==> config.mk <==
export PLATFORM = sky130hd
export DESIGN_NAME = bit_pio
export DESIGN_NICKNAME = d
export VERILOG_FILES = /design/src/rtl/bit_pio_pkg.sv /design/src/rtl/bit_pio_rd_sel.sv /design/src/rtl/bit_pio_wr_dec.sv /design/src/rtl/bit_pio_latch.sv /design/src/rtl/bit_pio.sv
export SDC_FILE = /design/constraint.sdc
export NUM_CORES = 1
export LEC_CHECK = 0
export BUFFER_PORTS_ARGS = -buffer_cell sky130_fd_sc_hd__buf_2
export CORE_MARGIN = 1
export CORE_UTILIZATION = 44
export DETAILED_ROUTE_END_ITERATION = 8
export PLACE_DENSITY = 0.83
export SLEW_MARGIN = 15
export SYNTH_ARGS = -nofsm -noshare
export SYNTH_HDL_FRONTEND = slang
export SYNTH_SLANG_ARGS = --single-unit
==> constraint.sdc <==
create_clock -name clk -period 1.4 [get_ports clk]
set_input_delay 0 -clock clk [delete_from_list [all_inputs] [get_ports clk]]
set_output_delay 0 -clock clk [all_outputs]
set_load 0.02 [all_outputs]
==> src/rtl/bit_pio_pkg.sv <==
package bit_pio_pkg;
    localparam int unsigned LINES = 16;
    localparam int unsigned AW    = $clog2(LINES);

    typedef logic [AW-1:0]    addr_t;
    typedef logic [LINES-1:0] line_vec_t;

    // Bus request translated to active-high internal polarity
    typedef struct packed {
        logic  selected;
        logic  commit;
        addr_t addr;
        logic  data;
    } bus_req_t;

    function automatic bus_req_t decode_bus(input logic sel_n, input logic stb_n,
                                            input addr_t a, input logic d_n);
        bus_req_t r;
        r.selected = ~sel_n;
        r.commit   = ~sel_n & ~stb_n;
        r.addr     = a;
        r.data     = ~d_n;
        return r;
    endfunction
endpackage

==> src/rtl/bit_pio_rd_sel.sv <==
module bit_pio_rd_sel #(
    parameter int unsigned N  = 16,
    localparam int unsigned AW = $clog2(N)
) (
    input  logic          selected,
    input  logic [AW-1:0] addr,
    input  logic [N-1:0]  pins,
    output logic          rd_n
);
    logic level_logic;

    always_comb begin
        // low voltage on a pin means logic 1 to the processor
        level_logic = ~pins[addr];
        rd_n        = selected ? ~level_logic : 1'b1;
    end
endmodule

==> src/rtl/bit_pio_wr_dec.sv <==
module bit_pio_wr_dec #(
    parameter int unsigned N  = 16,
    localparam int unsigned AW = $clog2(N)
) (
    input  logic          en,
    input  logic [AW-1:0] addr,
    output logic [N-1:0]  wen
);
    for (genvar i = 0; i < N; i++) begin : g_dec
        assign wen[i] = en && (addr == AW'(i));
    end
endmodule

==> src/rtl/bit_pio_latch.sv <==
module bit_pio_latch #(
    parameter int unsigned N = 16
) (
    input  logic         clk,
    input  logic         rst,
    input  logic [N-1:0] wen,
    input  logic         d,
    output logic [N-1:0] q
);
    for (genvar i = 0; i < N; i++) begin : g_ff
        always_ff @(posedge clk) begin
            if (rst)
                q[i] <= 1'b0;
            else if (wen[i])
                q[i] <= d;
        end
    end
endmodule

==> src/rtl/bit_pio.sv <==
module bit_pio
    import bit_pio_pkg::*;
(
    input  logic        clk,
    input  logic        rst,
    input  logic        mod_sel_n,
    input  logic        store_n,
    input  logic [3:0]  bit_addr,
    input  logic        wdata_n,
    input  logic [15:0] pin_in,
    output logic        rdata_n,
    output logic [15:0] sink_en
);
    bus_req_t  req;
    line_vec_t wen;

    always_comb req = decode_bus(mod_sel_n, store_n, bit_addr, wdata_n);

    bit_pio_rd_sel #(.N(LINES)) u_rd (
        .selected (req.selected),
        .addr     (req.addr),
        .pins     (pin_in),
        .rd_n     (rdata_n)
    );

    bit_pio_wr_dec #(.N(LINES)) u_dec (
        .en   (req.commit),
        .addr (req.addr),
        .wen  (wen)
    );

    bit_pio_latch #(.N(LINES)) u_lat (
        .clk (clk),
        .rst (rst),
        .wen (wen),
        .d   (req.data),
        .q   (sink_en)
    );
endmodule

==> results.py <==
metrics = {
    "critical_path": {
        "cp-start-kind": "input port",
        "rrSetupSlack_ns": 0.64,
        "path_common_cell": "buf_2",
        "cp-end-kind": "primary output",
        "path_max_fanout": 8,
        "criticalPathCategory": "input port to primary output",
        "crit_arrival_ns": 1.27,
        "crit_path_top_delay_cell": "mux4_2",
        "critical_path.max_stage_delay_ns": 0.54,
        "cp.required_ns": 1.40,
        "cp_cell_sequence": "buf_2 -> mux4_2 -> a221oi_2 -> nand2_1 -> buf_2",
    },
    "power_and_ir_drop": {
        "comb_power_share_pct": 17.4,
        "power_frac_seq_pct": 50.2,
        "switching_share_pct": 25.0,
        "power.density_mw_per_mm2": 864,
        "intPower_mw": 0.693,
        "p_leak_nw": 0.443,
        "clock_power_share_pct": 32.4,
        "vdd_drop_max_mv": 0.914,
        "p_sw_mw": 0.231,
    },
    "timing": {
        "timing.final.crit_share_pct": 90.6,
        "hold_viol_final": 0,
        "worst_slack_ns": 0.132,
        "fin_crit_ns": 1.27,
        "clock_skew_ns": 0,
        "slew_headroom_pct": 68.9,
        "setup_tns_ns": 0,
        "tightest_slew_ns": 0.463,
        "fmax_mhz": 788,
        "rsz0062_at_grt": "false",
        "setup_viol": 0,
        "maxSlewViolCount": 0,
    },
    "placed_design": {
        "hpwl_mm": 1.37,
        "place_congestion": 0.727,
        "post-place-ws_ns": 0.127,
        "port_buffers": 41,
        "placedCellCount": 133,
    },
    "yosys": {
        "synth_area_leader_cell": "dfxtp_1",
        "netlist-cell-type-count": 18,
        "yosysWarnings": 0,
        "synth_commonest_cells": "a21oi_1 (16), a311oi_1 (16), dfxtp_1 (16)",
        "synthArstFlopShare_pct": 0,
        "postSynthCellCount": 73,
        "synth.top_cell.area_share_pct": 38.8,
        "syn_avg_cell_area_um2": 11.3,
        "ys_ff_latch": 16,
        "synth_enable_flop_cells": 0,
        "synthFlopType": "dfxtp_1",
        "synth_area_leaders": "dfxtp_1 (39%), a311oi_1 (17%), a21oi_1 (9.7%)",
        "synth_seq_area_share_pct": 38.8,
        "syn-cell-area_um2": 826,
        "syn_nets": 98,
    },
    "final_layout": {
        "nets": 138,
        "largest_reg_flops": 16,
        "drive_above_1_share_pct": 49.1,
        "reg_top3": "u_lat.q: 16 flops",
        "syn_to_final_growth_pct": 29.4,
        "final_cell_count_no_fill": 137,
        "diodes": 0,
        "regMostFlops": "u_lat.q",
    },
    "die": {
        "core_area_mm2": 0.00175,
        "io_pins": 42,
        "die_w_um": 45.3,
        "start_util_pct": 47.3,
        "die_h_um": 45.3,
        "die_area_mm2": 0.00205,
        "rows": 15,
    },
    "clock_network": {
        "clkTransAtPathRegs_ns": 0.09,
        "cts_tree": "built",
        "clk_latency_ns": 0.28,
        "cts_post_setup_buffers_inserted": 0,
        "cts_resized": 0,
        "cts_buffers": 3,
        "cts_hold_buf": 0,
        "root_buffer": "clkbuf_4",
        "htreeDepth": 1,
        "cts.sinks": 16,
        "cts_buffer_depth": 2,
    },
    "route": {
        "drtIter0Drc": 36,
        "finalWirelength_mm": 1.79,
        "drt_pass1_iterations": 4,
        "ant_nets": 0,
        "via_per_inst": 5.77,
        "wl_per_cell_um": 13.1,
        "vias": 791,
        "drc": 0,
    },
    "run": {
        "drv_cap": 0,
    },
    "worst_hold_path": {
        "hold_class": "input port to register",
    },
    "grt": {
        "grtUsageTotal_pct": 19.6,
        "grt_pass1_wl_mm": 2.79,
        "grt_antenna_before_repair": 0,
        "grt_pass1_vias": 618,
        "grt_max_degree": 17,
        "gr-total-overflow": 0,
    },
    "run_status": {
        "outcome": "finished, final reports clean",
    },
}
cells by family (layout without fill, tap and decap cells):
group	Yosys count	in the layout	share of synthesized area, %
AO/OA/AOI/OAI	34	34	29.4
buffers and inverters	10	49	7.27
flip-flops	16	16	38.8
multiplexers	4	4	11.8
AND/OR/NAND/NOR	9	9	12.7
metal layers:
layer  global-route usage, %  vias to the layer above  share of wire [%]
li1                        -                      383                  -
met1                    25.0                      360                 42
met2                    30.1                       46                 50
met3                    6.00                        2                6.7
met4                    9.09                        0                1.1
met5                       0                        -                  0
layout make-up:
cell class / instances / area, µm²
clock buffers: 4 / 36.3
fillers: 156 / 677
multi-input cells: 47 / 445
flip-flops and latches: 16 / 320
well taps: 25 / 31.3
repair buffers: 45 / 235
worst paths after layout:
check,startpoint,cells after the start,end
min reg2reg,u_lat.q[2],2,u_lat.q[2]
min,rst,2,u_lat.q[6]
max reg2reg,u_lat.q[10],2,u_lat.q[10]
max,bit_addr[0],5,rdata_n
placed cells by master (no fill, tap or decap):
master / instances
a311oi_1: 16
clkbuf_4: 3
a221oi_2: 1
nor4_4: 1
nor4bb_1: 1
nor2_1: 1
clkbuf_8: 1
mux4_2: 2
nor4b_4: 2
nand2_1: 1
a21oi_1: 16
nor2b_1: 2
buf_2: 41
buf_4: 4
dfxtp_1: 16
mux4_1: 2
and2_1: 1
a22oi_1: 1
power by group through the flow:
stage	sequential (mW)	clock, mW	combinational, mW
2_1_floorplan	0.481	0	0.0962
3_3_place_gp	0.474	0	0.157
3_5_place_dp	0.474	0	0.161
4_1_cts	0.463	0.309	0.161
5_1_grt	0.464	0.329	0.175
6_report	0.463	0.299	0.161
worst max-delay path, delay by kind of cell:
kind / cells / cell delay [ns]
multiplexers: 1 / 0.54
AO/OA/AOI/OAI: 1 / 0.27
buffers and inverters: 2 / 0.39
AND/OR/NAND/NOR: 1 / 0.07
metrics by stage:
stage / total power [mW] / utilization, % / instance area, µm² / hold slack, ns
after floorplan: 0.578 / - / 826 / 0.171
after global placement: 0.631 / 59.1 / 1030 / 0.375
after detailed placement: 0.635 / 59.1 / 1030 / 0.385
after CTS: 0.933 / 61.2 / 1070 / 0.0767
after global routing: 0.969 / 61.2 / 1070 / 0.0825
final: 0.924 / 61.2 / 1070 / 0.0852
Power figures use the tool's default switching activity.
